==> config.mk <==
export PLATFORM = sky130hd
export DESIGN_NAME = iw_walker
export DESIGN_NICKNAME = d
export VERILOG_FILES = /design/src/rtl/iw_pkg.sv /design/src/rtl/iw_prio_pick.sv /design/src/rtl/iw_node_guard.sv /design/src/rtl/iw_addr_sel.sv /design/src/rtl/iw_walker.sv
export SDC_FILE = /design/constraint.sdc
export NUM_CORES = 1
export LEC_CHECK = 0
export ABC_CLOCK_PERIOD_IN_PS = 4000
export CAP_MARGIN = 20
export CORE_ASPECT_RATIO = 1.1
export CORE_MARGIN = 2
export CORE_UTILIZATION = 52
export CTS_CLUSTER_SIZE = 30
export DETAILED_ROUTE_END_ITERATION = 6
export HOLD_SLACK_MARGIN = 0.1
export PLACE_DENSITY_LB_ADDON = 0.08
export SETUP_SLACK_MARGIN = 0.05
export SKIP_CTS_REPAIR_TIMING = 1
export SKIP_LAST_GASP = 1
export SYNTH_ARGS = -nofsm -noshare
export SYNTH_HDL_FRONTEND = slang
export SYNTH_SLANG_ARGS = --single-unit
==> constraint.sdc <==
create_clock -name clk -period 4 [get_ports clk]
set_clock_uncertainty 0.1 [all_clocks]
set_input_delay 0.8 -clock clk [delete_from_list [all_inputs] [get_ports clk]]
set_output_delay 0.8 -clock clk [all_outputs]
set_load 0.02 [all_outputs]
==> src/rtl/iw_pkg.sv <==
package iw_pkg;

  typedef enum logic [3:0] {
    S_IDLE,
    S_POLL,
    S_CLR,
    S_VREQ,
    S_VWAIT,
    S_CHK,
    S_TREQ,
    S_TWAIT,
    S_DISP,
    S_NREQ,
    S_NWAIT,
    S_HALT
  } iw_state_e;

  typedef enum logic [1:0] {
    A_VEC,
    A_TYPE,
    A_NEXT
  } iw_asel_e;

  // vector table slot of a level
  function automatic logic [63:0] iw_vec_addr(input logic [63:0] base,
                                              input logic [63:0] lvl);
    return base + lvl;
  endfunction

  // type word sits one word above the link word
  function automatic logic [63:0] iw_type_addr(input logic [63:0] ptr);
    return ptr + 64'd1;
  endfunction

  // link word is the first word of a descriptor
  function automatic logic [63:0] iw_link_addr(input logic [63:0] ptr);
    return ptr;
  endfunction

endpackage

==> src/rtl/iw_prio_pick.sv <==
module iw_prio_pick #(
  parameter int N  = 16,
  parameter int LW = 4
) (
  input  logic [N-1:0]  pend,
  output logic          any,
  output logic [LW-1:0] level
);
  logic [N:0]   seen_lower;
  logic [N-1:0] first_hot;

  assign seen_lower[0] = 1'b0;

  genvar i;
  generate
    for (i = 0; i < N; i++) begin : g_chain
      assign seen_lower[i+1] = seen_lower[i] | pend[i];
      assign first_hot[i]    = pend[i] & ~seen_lower[i];
    end
  endgenerate

  assign any = seen_lower[N];

  always_comb begin
    level = '0;
    for (int k = 0; k < N; k++) begin
      if (first_hot[k]) level = level | LW'(k);
    end
  end
endmodule

==> src/rtl/iw_node_guard.sv <==
module iw_node_guard #(
  parameter int MAX_NODES = 1024
) (
  input  logic clk,
  input  logic rst_n,
  input  logic clr,
  input  logic inc,
  output logic full
);
  localparam int CNT_W = $clog2(MAX_NODES + 1);

  logic [CNT_W-1:0] cnt_q;

  assign full = (cnt_q == CNT_W'(MAX_NODES));

  always_ff @(posedge clk or negedge rst_n) begin
    if (!rst_n) begin
      cnt_q <= '0;
    end else if (clr) begin
      cnt_q <= '0;
    end else if (inc && !full) begin
      cnt_q <= cnt_q + CNT_W'(1);
    end
  end
endmodule

==> src/rtl/iw_addr_sel.sv <==
module iw_addr_sel
  import iw_pkg::*;
#(
  parameter int          W        = 32,
  parameter int          LW       = 4,
  parameter logic [W-1:0] VEC_BASE = '0
) (
  input  iw_asel_e      sel,
  input  logic [LW-1:0] lvl,
  input  logic [W-1:0]  ptr,
  output logic [W-1:0]  addr
);
  logic [W-1:0] vec_a, type_a, link_a;

  assign vec_a  = W'(iw_vec_addr(64'(VEC_BASE), 64'(lvl)));
  assign type_a = W'(iw_type_addr(64'(ptr)));
  assign link_a = W'(iw_link_addr(64'(ptr)));

  always_comb begin
    case (sel)
      A_VEC:   addr = vec_a;
      A_TYPE:  addr = type_a;
      default: addr = link_a;
    endcase
  end
endmodule

==> src/rtl/iw_walker.sv <==
module iw_walker
  import iw_pkg::*;
#(
  parameter int           NUM_LEVELS  = 16,
  parameter int           WORD_W      = 32,
  parameter logic [WORD_W-1:0] VEC_BASE = 32'h100,
  parameter int           MAX_NODES   = 1024,
  parameter int           TRAP_LEVELS = 2,
  localparam int          LVL_W       = $clog2(NUM_LEVELS)
) (
  input  logic              clk,
  input  logic              rst_n,
  input  logic              start_i,
  input  logic [NUM_LEVELS-1:0] pend_i,
  output logic              clr_valid_o,
  output logic [LVL_W-1:0]  clr_level_o,
  output logic              mem_req_o,
  output logic [WORD_W-1:0] mem_addr_o,
  input  logic              mem_rvalid_i,
  input  logic [WORD_W-1:0] mem_rdata_i,
  output logic              disp_valid_o,
  output logic [LVL_W-1:0]  disp_level_o,
  output logic [WORD_W-1:0] disp_type_o,
  input  logic              disp_ack_i,
  output logic              busy_o,
  output logic              done_o,
  output logic              halt_o,
  output logic              err_o
);
  iw_state_e         state_q;
  logic [LVL_W-1:0]  lvl_q;
  logic [WORD_W-1:0] ptr_q;
  logic [WORD_W-1:0] type_q;
  logic              done_q;
  logic              err_q;

  logic              pick_any;
  logic [LVL_W-1:0]  pick_lvl;
  logic              guard_full;
  iw_asel_e          asel;

  // named internal events
  logic ev_trap, ev_vec_rd, ev_type_rd, ev_link_rd, ev_list_end, ev_overrun, ev_ack;

  assign ev_trap     = (state_q == S_POLL) && pick_any && (pick_lvl < LVL_W'(TRAP_LEVELS));
  assign ev_vec_rd   = (state_q == S_VWAIT) && mem_rvalid_i;
  assign ev_type_rd  = (state_q == S_TWAIT) && mem_rvalid_i;
  assign ev_link_rd  = (state_q == S_NWAIT) && mem_rvalid_i;
  assign ev_list_end = (state_q == S_CHK) && (ptr_q == '0);
  assign ev_overrun  = (state_q == S_CHK) && (ptr_q != '0) && guard_full;
  assign ev_ack      = (state_q == S_DISP) && disp_ack_i;

  iw_prio_pick #(.N(NUM_LEVELS), .LW(LVL_W)) pick_i (
    .pend  (pend_i),
    .any   (pick_any),
    .level (pick_lvl)
  );

  iw_node_guard #(.MAX_NODES(MAX_NODES)) guard_i (
    .clk   (clk),
    .rst_n (rst_n),
    .clr   (ev_vec_rd),
    .inc   (ev_link_rd),
    .full  (guard_full)
  );

  always_comb begin
    case (state_q)
      S_VREQ:  asel = A_VEC;
      S_TREQ:  asel = A_TYPE;
      default: asel = A_NEXT;
    endcase
  end

  iw_addr_sel #(.W(WORD_W), .LW(LVL_W), .VEC_BASE(VEC_BASE)) addr_i (
    .sel  (asel),
    .lvl  (lvl_q),
    .ptr  (ptr_q),
    .addr (mem_addr_o)
  );

  always_ff @(posedge clk or negedge rst_n) begin
    if (!rst_n) begin
      state_q <= S_IDLE;
      lvl_q   <= '0;
      ptr_q   <= '0;
      type_q  <= '0;
      done_q  <= 1'b0;
      err_q   <= 1'b0;
    end else begin
      done_q <= 1'b0;
      case (state_q)
        S_IDLE:  if (start_i) state_q <= S_POLL;
        S_POLL: begin
          if (!pick_any) begin
            done_q  <= 1'b1;
            state_q <= S_IDLE;
          end else if (ev_trap) begin
            state_q <= S_HALT;
          end else begin
            lvl_q   <= pick_lvl;
            state_q <= S_CLR;
          end
        end
        S_CLR:   state_q <= S_VREQ;
        S_VREQ:  state_q <= S_VWAIT;
        S_VWAIT: if (ev_vec_rd) begin
          ptr_q   <= mem_rdata_i;
          state_q <= S_CHK;
        end
        S_CHK: begin
          if (ev_list_end) begin
            state_q <= S_POLL;
          end else if (ev_overrun) begin
            err_q   <= 1'b1;
            state_q <= S_IDLE;
          end else begin
            state_q <= S_TREQ;
          end
        end
        S_TREQ:  state_q <= S_TWAIT;
        S_TWAIT: if (ev_type_rd) begin
          type_q  <= mem_rdata_i;
          state_q <= S_DISP;
        end
        S_DISP:  if (ev_ack) state_q <= S_NREQ;
        S_NREQ:  state_q <= S_NWAIT;
        S_NWAIT: if (ev_link_rd) begin
          ptr_q   <= mem_rdata_i;
          state_q <= S_CHK;
        end
        S_HALT:  state_q <= S_HALT;
        default: state_q <= S_IDLE;
      endcase
    end
  end

  assign clr_valid_o  = (state_q == S_CLR);
  assign clr_level_o  = lvl_q;
  assign mem_req_o    = (state_q == S_VREQ) || (state_q == S_TREQ) || (state_q == S_NREQ);
  assign disp_valid_o = (state_q == S_DISP);
  assign disp_level_o = lvl_q;
  assign disp_type_o  = type_q;
  assign busy_o       = (state_q != S_IDLE) && (state_q != S_HALT);
  assign done_o       = done_q;
  assign halt_o       = (state_q == S_HALT);
  assign err_o        = err_q;
endmodule

# ---- Yosys cells after proc, flatten, opt, wreduce, memory -nomap -nowiden
# Cells that the tools add are included.
# W data, S select, Z words.
dict set report classes {
  addsub 3
  multipliers 0
  div 0
  magnitude_cmp 1
  n_eq_ne 19
  shifts 0
  muxes 34
  bitwise_logic 47
  n_reduce_logical 26
}
# cell count
set op_table {}
lappend op_table {{$pmux W32 S2} 2}
lappend op_table {{$mux W32} 2}
lappend op_table {{$mux W4} 15}
lappend op_table {{$pmux W4 S12} 1}
lappend op_table {{$add A32 B1 Y32 const B} 1}
lappend op_table {{$logic_not A32 Y1} 1}
lappend op_table {{$reduce_bool A32 Y1} 1}
lappend op_table {{$mux W11} 2}
lappend op_table {{$mux W3} 6}
lappend op_table {{$not A1 Y1} 17}
lappend op_table {{$eq A4 B3 Y1 const B} 4}
lappend op_table {{$eq A4 B4 Y1 const B} 4}
lappend op_table {{$and A1 B1 Y1} 15}
lappend op_table {{$or A1 B1 Y1} 15}
lappend op_table {{$add A11 B1 Y11 const B} 1}
lappend op_table {{$eq A11 B11 Y1 const B} 1}
lappend op_table {{$logic_and A1 B1 Y1} 11}
lappend op_table {{$add A9 B4 Y10 const A} 1}
lappend op_table {{$reduce_and A3 Y1} 3}
lappend op_table {{$eq A4 B2 Y1 const B} 2}
lappend op_table {{$ne A2 B2 Y1 const B} 3}
lappend op_table {{$reduce_and A5 Y1} 1}
lappend op_table {{$eq A4 B1 Y1 const B} 1}
lappend op_table {{$logic_not A4 Y1} 1}
lappend op_table {{other kinds (13)} 19}
dict set report word_totals {
  ff_bits 85
  latchBits 0
  ram_bits 0
  romBits 0
  in_bits 53
  out_inout_bits 79
  word_cells 137
  n_memories 0
}

# ---- Depth between registers and ports, before layout
# Gate-level depths: netlist of the first run.
dict set report depth {
  depth_word 22
  ltp_mapped 7
  ltp_nobuf 7
}

# ---- Hierarchy
# Synthesis of the first run repeated with hierarchy kept, for this count alone.
dict set report hier_totals {
  hier_cells 503
  area_unflattened_um2 5093.6
}
# mod instances cells_per_inst area_each_um2
set modules_own_cells {}
lappend modules_own_cells {iw_walker 1 234 3196.8}
lappend modules_own_cells {iw_addr_sel 1 158 967.2}
lappend modules_own_cells {iw_node_guard 1 78 705.7}
lappend modules_own_cells {iw_prio_pick 1 33 224.0}

# ---- Worst setup path before layout of the first run
# OpenSTA, ideal clock, no wires.
dict set report synth_timing {
  kind {register to output}
  from {register state_q[0]}
  to {output port mem_addr_o[26]}
  arrival_time_ps 2008
  setup_slack_ps 1092
  path_stages_with_launch 7
  n_path_buf 2
  path_cell_list {dfrtp_1 > buf_6 > nand4bb_1 > buf_6 > nor4_4 > nand2_1 > o31ai_1}
}
dict set report synth_between {
  elab_chain_len 4
  elab_cells_between_ends 6
}
# item line_no
set synth_rtl {}
lappend synth_rtl {{start, declared} iw_walker.sv:30} ;# iw_state_e state_q;
lappend synth_rtl {{start signal, assigned} iw_walker.sv:84} ;# state_q <= S_IDLE;
lappend synth_rtl {{start signal, assigned} iw_walker.sv:93} ;# S_IDLE: if (start_i) state_q <= S_POLL;
lappend synth_rtl {{start signal, assigned} iw_walker.sv:97} ;# state_q <= S_IDLE;
lappend synth_rtl {{$eq A4 B3 Y1 / $eq A4 B2 Y1 (equally long branches)} iw_walker.sv:68} ;# case (state_q)
lappend synth_rtl {{$pmux W2 S2 (*)} iw_walker.sv:68}
lappend synth_rtl {{$eq A2 B1 Y1 / $logic_not A2 Y1 (equally long branches)} iw_addr_sel.sv:20} ;# case (sel)
lappend synth_rtl {{$pmux W32 S2 (*)} iw_addr_sel.sv:20}
lappend synth_rtl {{end, declared} iw_walker.sv:18} ;# output logic [WORD_W-1:0] mem_addr_o,
# Every way passes the cells marked *; elsewhere a longest branch is shown, timed or not.

# ---- Worst setup path after layout of the first run
dict set report layout_timing {
  from {register state_q[2]}
  to {output port mem_addr_o[3]}
}
# Same word-level chain as after synthesis.

==> impl_metrics.yaml, run 1 <==
yosys:
  synth_async_sr_flop_share_pct: 100
  synth_nets: 520
  synth_ff_type: "dfrtp_1"
  synth-edff-count: 0
  synth_area_per_cell_um2: 10.1
  syn_inst: 463
  synthesis.area_mm2: 0.00466
  synth_cell_types: 53
  yosys_warnings: 0
  yosysSeqAreaShare_pct: 45.6
  synth_seq_cells: 85
setup_path:
  r2r_slack_ps: 1580
  criticalPathCategory: "reg2out"
  crit_required_ps: 3100
  reg2regPathDepth: 6
  r2r_start: "state_q[2]"
  cp_slowest_stage_delay_ps: 670
  worstPathMaxFanout: 12
  cpMostUsedCell: "nor2b_2"
  crit_slowest_cell: "clkdlybuf4s50_1"
  crit_path_cell_trace: "buf_4 > nor2b_2 > nor2b_2 > nand4_1 > o211ai_1 > clkdlybuf4s50_1"
  start_kind: "flop"
  crit_end: "mem_addr_o[3]"
  worstSetupEndpointType: "output pin"
  r2r-end: "ptr_q[11]"
  timing.critical_path.from: "state_q[2]"
  cp.arrival_ps: 2860
drt:
  avgRoutedWirePerCell_um: 16.6
  drtIter0Drc: 216
  detail_route.first_pass.iterations: 4
  routed_wl_um: 11800
  drc: 0
  drtAntennaViolNets: 0
  dr_total_vias: 4147
  via_per_inst: 5.81
floorplanning:
  dieArea_mm2: 0.00975
  die_w_um: 94.3
  core-area_mm2: 0.00878
  ios: 132
  rows: 36
  chipHeight_um: 103
  start_util_pct: 53.1
flow_run:
  cap_violations: 0
place:
  place.gp.congestion: 0.869
  io_buffer_count: 131
  hpwl_um: 8510
pwr:
  p_per_area_mw_per_mm2: 757
  leakage_nw: 2.66
  vdd_drop_max_mv: 0.406
  clkPwrFrac_pct: 13.3
  pwr-share-comb_pct: 52.6
  power.switching_mw: 1.99
  p_int_mw: 2.81
  seq_power_share_pct: 34.0
  swShare_pct: 41.5
finish:
  layout-drive-gt1-share_pct: 17.7
  fill_cells: 661
  layout.cells.most_common_list: "130 x clkdlybuf4s50_1, 85 x dfrtp_1, 64 x mux2_2, 41 x nand2_1, 33 x o21ai_0"
  layout-area-overhead-vs-synth_pct: 35.8
  multi_input_area_mm2: 0.00237
  fin_nets: 652
  seqCellArea_mm2: 0.00213
  final_common_cell: "clkdlybuf4s50_1"
  diodes: 0
sta:
  rsz0062_at_grt: "false"
  slew-limit-headroom_pct: 39.8
  final-hold-violation-count: 0
  maxSlewViolCount: 0
  fin_tns_setup_ps: 0
  worst_pin_slew_ps: 903
  layout_min_cycle_time_ps: 3760
  setup_viol: 0
  fmax_mhz: 266
  post-route-period-util_pct: 94.0
  hold-worst-slack_ps: 226
clocking:
  path_clk_slew_ps: 90
  clockRootBuffer: "clkbuf_8"
  cts.sinks: 85
  cts_tree: "yes"
  clock_path_buffers: 2
  worstSkewPairLatency_ps: 360
  cts_buffers: 9
  cts_htree_levels: 3
global_route:
  grt_max_degree: 86
  grtUsageMet3_pct: 3.48
  busiest_layer: "met2"
  gr-total-overflow: 0
  met1_usage_pct: 31.4
  grt_pass1_vias: 3933
  antenna_found_initial: 0
  grt_util_all_layers_pct: 24.4
  grt_pass1_wl_um: 18800
  use_met2_pct: 41.9
min_path:
  hp-class: "in2async"
outcome:
  status: "finished, final reports clean"
-- synth_stat cells (6+ instances only) --
cell type  count  share of area, %
o211ai_1       8               1.3
a21oi_1       18               1.9
o21ai_0       33               3.5
o31ai_1        6              0.97
mux2_2        64                15
nand2_1       41               3.3
inv_1         17               1.4
mux2i_1        9               1.9
nand4_1       13               1.7
nand3_1       32               3.4
dfrtp_1       85                46
nor4_1        13               1.7
nor3_1        11               1.2
clkbuf_1      12              0.97
or3_1          6              0.80
nor2_1        26               2.1
-- through the flow --
| stage | setup slack (ps) | total power, mW | utilization [%] | cell area [um2] | cells |
|---|---|---|---|---|---|
| final | 241 | 4.80 | 72.1 | 6330 | 714 |
| after global routing | 132 | 5.08 | 72.1 | 6330 | 714 |
| after CTS | 123 | 4.80 | 71.8 | 6300 | 713 |
| after detailed placement | 514 | 4.16 | 69.4 | 6090 | 697 |
| after global placement | 636 | 4.09 | 69.4 | 6090 | 697 |
| after floorplan | 1090 | 3.03 | - | 4660 | 463 |
-- power by group through the flow --
stage | sequential [mW] | combinational, mW | clock [mW]
after floorplan | 1.74 | 1.29 | 0
after global placement | 1.62 | 2.47 | 0
after detailed placement | 1.64 | 2.52 | 0
after CTS | 1.62 | 2.53 | 0.650
after global routing | 1.69 | 2.70 | 0.687
final | 1.63 | 2.52 | 0.640
-- logic make-up (layout without fill, tap and decap cells) --
logic type,after synthesis,count (layout),share of synthesized area [%]
buffers and inverters,40,177,4.00
xor gates and xnor gates,6,6,1.13
AOI/OAI and AO/OA,82,82,10.6
DFF,85,85,45.6
and+or+nand+nor,173,173,20.2
adders and majority gates,4,4,1.07
muxes,73,73,17.4
-- layout make-up --
cell class	count	share of cell area (%)
Multi-Input combinational cell	338	37.4
Sequential cell	85	33.6
Timing Repair Buffer	144	22.5
Tap cell	114	2.25
Clock buffer	10	2.17
Clock inverter	6	1.11
Inverter	17	1.01
-- critical path: cells and delay by family, from the launching register on --
kind,cells,cell delay (ps)
flops,1,490
buf+inv,2,890
simple gates,3,810
compound gates,1,320
-- metal layers --
layer | wire length (um) | vias up
li1 | - | 1972
met1 | 4990 | 2011
met2 | 5960 | 146
met3 | 654 | 18
met4 | 222 | 0
met5 | 0 | -
-- worst min-delay path by stage --
stage                  endpoint  slack, ps  depth (start not counted)             start
2_1_floorplan  guard_i.cnt_q[2]        380                          1  guard_i.cnt_q[2]
3_3_place_gp              err_o        360                          1             err_o
3_5_place_dp              err_o        350                          1             err_o
4_1_cts                   err_o        380                          1             err_o
5_1_grt         disp_type_o[11]        230                          1             rst_n
6_report        disp_type_o[11]        230                          1             rst_n
-- registers in the layout, summed over array words and instances, names as in the netlist --
register / flops
state_q: 4
guard_i.cnt_q: 11
ptr_q: 32
err_o: 1
disp_type_o: 32
clr_level_o: 4
done_o: 1
Power figures use the tool's default switching activity.
==> run 2: changes to the inputs <==
Settings changed: CORE_ASPECT_RATIO 1.1 to 1.2.
==> impl_metrics.yaml, run 2 (synthesized netlist as in run 1, its figures left out) <==
setup_path:
  crit_required_ps: 3100
  crit_slowest_cell: "clkdlybuf4s50_1"
  criticalPathCategory: "reg2out"
  crit_path_cell_trace: "ha_1 > nand2_1 > nor4_4 > nand2_1 > o31ai_1 > clkdlybuf4s50_1"
  start_kind: "flop"
  cpMostUsedCell: "nand2_1"
  cp.arrival_ps: 2930
  worstPathMaxFanout: 8
  cp_slowest_stage_delay_ps: 670
  worst-path-buf-inv: 1
  r2r_start: "state_q[2]"
  r2r-end: "ptr_q[2]"
  r2r_slack_ps: 1610
  reg2regPathDepth: 7
  cpLargestDelayFamily: "simple AND/OR/NAND/NOR gates"
  worstSetupEndpointType: "output pin"
global_route:
  grt_pass1_wl_um: 19600
  grt_max_degree: 86
  gr-total-overflow: 0
  antenna_found_initial: 0
  grt_pass1_vias: 3987
  grt_util_all_layers_pct: 25.0
clocking:
  worstSkewPairLatency_ps: 360
  cts.sinks: 85
  path_clk_slew_ps: 80
  cts_tree: "yes"
  clockRootBuffer: "clkbuf_8"
  cts_buffers: 9
  cts_htree_levels: 3
  clock_path_buffers: 2
place:
  hpwl_um: 8480
  place_area_mm2: 0.00607
  io_buffer_count: 131
  place.gp.congestion: 0.846
drt:
  detail_route.first_pass.iterations: 5
  via_per_inst: 5.83
  drtAntennaViolNets: 0
  routed_wl_um: 11900
  dr_total_vias: 4188
  avgRoutedWirePerCell_um: 16.6
  drc: 0
  drtIter0Drc: 250
finish:
  layout-area-overhead-vs-synth_pct: 36.2
  layout.cells.most_common_list: "130 x clkdlybuf4s50_1, 85 x dfrtp_1, 64 x mux2_2, 41 x nand2_1, 33 x o21ai_0"
  fill_cells: 678
  fin_nets: 653
  final_common_cell: "clkdlybuf4s50_1"
  layout-drive-gt1-share_pct: 17.8
  diodes: 0
  post-route-cell-area_mm2: 0.00635
sta:
  worst_pin_slew_ps: 564
  fmax_mhz: 261
  maxSlewViolCount: 0
  setup_viol: 0
  post-route-period-util_pct: 95.7
  final-hold-violation-count: 0
  hold-worst-slack_ps: 279
  layout_min_cycle_time_ps: 3830
  slew-limit-headroom_pct: 62.1
  rsz0062_at_grt: "true"
floorplanning:
  start_util_pct: 53.9
  chipHeight_um: 108
  ios: 132
  rows: 37
  die_w_um: 90.5
  dieArea_mm2: 0.00975
  core-area_mm2: 0.00866
pwr:
  p_per_area_mw_per_mm2: 759
  vdd_drop_max_mv: 0.381
  leakage_nw: 2.66
outcome:
  status: "finished, final reports clean"
flow_run:
  cap_violations: 0
min_path:
  hp-class: "in2async"
run 2: changes by cell type in the layout (fill, tap and decap cells not counted), moves of 2 or more:
cell        before  now
clkinv_4         3    1
nor2b_1          3    5
clkinvlp_4       0    2
nor2b_2          2    0
run 2: area by class of cell:
cell class / count / area, um2 / area share [%]
multi-input combinational: 338 / 2370 / 37.3
sequential: 85 / 2130 / 33.5
timing repair buffer: 145 / 1430 / 22.6
clock buffer: 11 / 151 / 2.38
tap: 117 / 146 / 2.30
inverter: 17 / 63.8 / 1.00
clock inverter: 5 / 58.8 / 0.926
run 2: worst max-delay path by stage:
stage	start	end	slack (ps)	depth (start not counted)
4_1_cts	state_q[3]	mem_addr_o[26]	-30	5
3_5_place_dp	state_q[3]	mem_addr_o[26]	390	5
5_1_grt	ptr_q[12]	mem_addr_o[31]	20	6
6_report	ptr_q[0]	mem_addr_o[26]	170	6
3_3_place_gp	state_q[3]	mem_addr_o[30]	530	5
2_1_floorplan	state_q[0]	mem_addr_o[26]	1090	6
run 2: per-layer routing:
| layer | routed length (um) | global-route usage (%) | up-vias |
|---|---|---|---|
| met5 | 0 | 0 | - |
| li1 | - | - | 1969 |
| met4 | 223 | 9.23 | 0 |
| met3 | 665 | 5.18 | 23 |
| met2 | 6190 | 43.4 | 168 |
| met1 | 4840 | 30.9 | 2028 |
run 2: report_power, final:
part           switching, mW  internal, mW
Clock                  0.318         0.322
Combinational           1.28          1.27
Sequential             0.405          1.23
Total                   2.00          2.82
run 2: through the flow:
step	instances	setup slack [ps]	utilization (%)	total power, mW	setup TNS [ps]
2_1_floorplan	463	1090	-	3.03	0
3_3_place_gp	696	531	70.1	4.10	0
3_5_place_dp	696	391	70.1	4.17	0
4_1_cts	712	-29.4	72.5	4.83	-29.4
5_1_grt	718	24.3	73.4	5.11	0
6_report	718	174	73.4	4.82	0
==> run 3: changes to the inputs <==
--- a/config.mk
+++ b/config.mk
@@ -8,5 +8,4 @@
 export ABC_CLOCK_PERIOD_IN_PS = 4000
 export CAP_MARGIN = 20
-export CORE_ASPECT_RATIO = 1.2
 export CORE_MARGIN = 2
 export CORE_UTILIZATION = 52
==> constraint.sdc (replaced) <==
create_clock -name clk -period 4 [get_ports clk]
set_clock_uncertainty 0.1 [all_clocks]
set_input_delay 0.8 -clock clk [delete_from_list [all_inputs] [get_ports clk]]
set_output_delay 0.8 -clock clk [all_outputs]
set_load 0.005 [all_outputs]
==> impl_metrics.yaml, run 3 (synthesized netlist as in run 1, its figures left out) <==
outcome:
  status: "finished, final reports clean"
sta:
  worst_pin_slew_ps: 1060
  hold-worst-slack_ps: 327
  post-route-period-util_pct: 94.5
  fmax_mhz: 264
  slew-limit-headroom_pct: 29.6
  rsz0062_at_grt: "true"
  layout_min_cycle_time_ps: 3780
  maxSlewViolCount: 0
  fin_tns_setup_ps: 0
  final-hold-violation-count: 0
  setup_viol: 0
global_route:
  grt_pass1_vias: 4050
  antenna_found_initial: 0
  grt_max_degree: 86
  gr-total-overflow: 0
  grt_util_all_layers_pct: 25.2
  grt_pass1_wl_um: 19900
floorplanning:
  die_w_um: 98.7
  ios: 132
  rows: 34
  core-area_mm2: 0.00872
  dieArea_mm2: 0.00974
  chipHeight_um: 98.7
  start_util_pct: 53.5
clocking:
  cts_buffers: 9
  clock_path_buffers: 2
  cts.sinks: 85
  clockRootBuffer: "clkbuf_8"
  cts_htree_levels: 3
  path_clk_slew_ps: 90
  worstSkewPairLatency_ps: 360
  cts_tree: "yes"
place:
  placedCellCount: 688
  place.gp.congestion: 0.817
  io_buffer_count: 131
  hpwl_um: 8740
finish:
  fill_cells: 665
  final_cell_count_no_fill: 705
  layout-drive-gt1-share_pct: 17.3
  diodes: 0
  final_core_util_pct: 72.3
  layout-area-overhead-vs-synth_pct: 35.2
  layout.cells.most_common_list: "130 x clkdlybuf4s50_1, 84 x dfrtp_1, 64 x mux2_2, 41 x nand2_1, 33 x o21ai_0"
  seqCellArea_mm2: 0.00213
  multi_input_area_mm2: 0.00237
  final_common_cell: "clkdlybuf4s50_1"
  fin_nets: 649
pwr:
  vdd_drop_max_mv: 0.338
  power.switching_mw: 1.56
  p_int_mw: 2.80
  clkPwrFrac_pct: 14.5
  seq_power_share_pct: 37.9
  p_per_area_mw_per_mm2: 690
  swShare_pct: 35.8
  leakage_nw: 2.64
  pwr-share-comb_pct: 47.6
drt:
  drtAntennaViolNets: 0
  routed_wl_um: 12300
  dr_total_vias: 4125
  drtIter0Drc: 250
  avgRoutedWirePerCell_um: 17.4
  drc: 0
  via_per_inst: 5.85
  detail_route.first_pass.iterations: 5
setup_path:
  timing.critical_path.from: "state_q[2]"
  start_kind: "flop"
  worstPathMaxFanout: 19
  r2r-end: "ptr_q[11]"
  crit_end: "mem_addr_o[5]"
  r2r_start: "state_q[2]"
  crit_required_ps: 3100
  cp.arrival_ps: 2880
  r2r_slack_ps: 1530
  worstSetupEndpointType: "output pin"
  reg2regPathDepth: 6
  criticalPathCategory: "reg2out"
min_path:
  hp-class: "in2async"
flow_run:
  cap_violations: 0
==> run 3: cell types whose count changed in the layout (fill, tap and decap cells not counted) <==
| cell | before | now |
|---|---|---|
| nor2b_1 | 5 | 4 |
| clkbuf_8 | 11 | 10 |
| or3_2 | 1 | 0 |
| buf_12 | 0 | 2 |
| dfrtp_1 | 85 | 84 |
| clkinv_4 | 1 | 2 |
| dfrtp_2 | 0 | 1 |
| buf_4 | 14 | 9 |
| nor2b_2 | 0 | 1 |
| buf_16 | 1 | 0 |
| clkbuf_1 | 0 | 1 |
| clkinvlp_4 | 2 | 1 |
| or3_1 | 5 | 6 |
==> run 3: through the flow <==
stage,cell area [um2],setup WS [ps],power [mW]
after floorplan,4660,1320,2.58
after global placement,6080,588,3.63
after detailed placement,6080,538,3.71
after CTS,6280,124,4.36
after global routing,6310,10.4,4.64
final,6310,218,4.36
==> run 3: metal layers <==
layer | vias up | wire, um | global-route usage (%)
li1 | 1952 | - | -
met4 | 0 | 150 | 7.80
met3 | 11 | 866 | 5.18
met5 | - | 0 | 0
met1 | 2004 | 5500 | 34.6
met2 | 158 | 5730 | 40.7
==> run 3: power groups by stage <==
stage / clock network [mW] / registers (mW) / logic, mW
2_1_floorplan: 0 / 1.55 / 1.03
3_3_place_gp: 0 / 1.62 / 2.01
3_5_place_dp: 0 / 1.65 / 2.06
4_1_cts: 0.639 / 1.64 / 2.08
5_1_grt: 0.677 / 1.71 / 2.26
6_report: 0.631 / 1.65 / 2.07
==> run 3: area by class of cell <==
type | count | area share, %
inverters | 17 | 1.01
clock inverters | 5 | 0.952
clock buffers | 11 | 2.24
well taps | 108 | 2.14
repair buffers | 141 | 22.3
multi-input cells | 338 | 37.6
flip-flops and latches | 85 | 33.7
==> run 3: critical path, stage by stage (launching register included) <==
cell and delay [ps]:
dfrtp_1 370, buf_4 220, nor2b_1 370, nor2b_2 370, nand4_1 230, o31ai_1 400, clkdlybuf4s50_1 570
==> run 3: worst min path at each step <==
stage | from | to | cells past startpoint
final | rst_n | done_o | 1
after global routing | rst_n | done_o | 1
after detailed placement | err_o | err_o | 1
after CTS | err_o | err_o | 1
after global placement | err_o | err_o | 1
after floorplan | err_o | err_o | 1
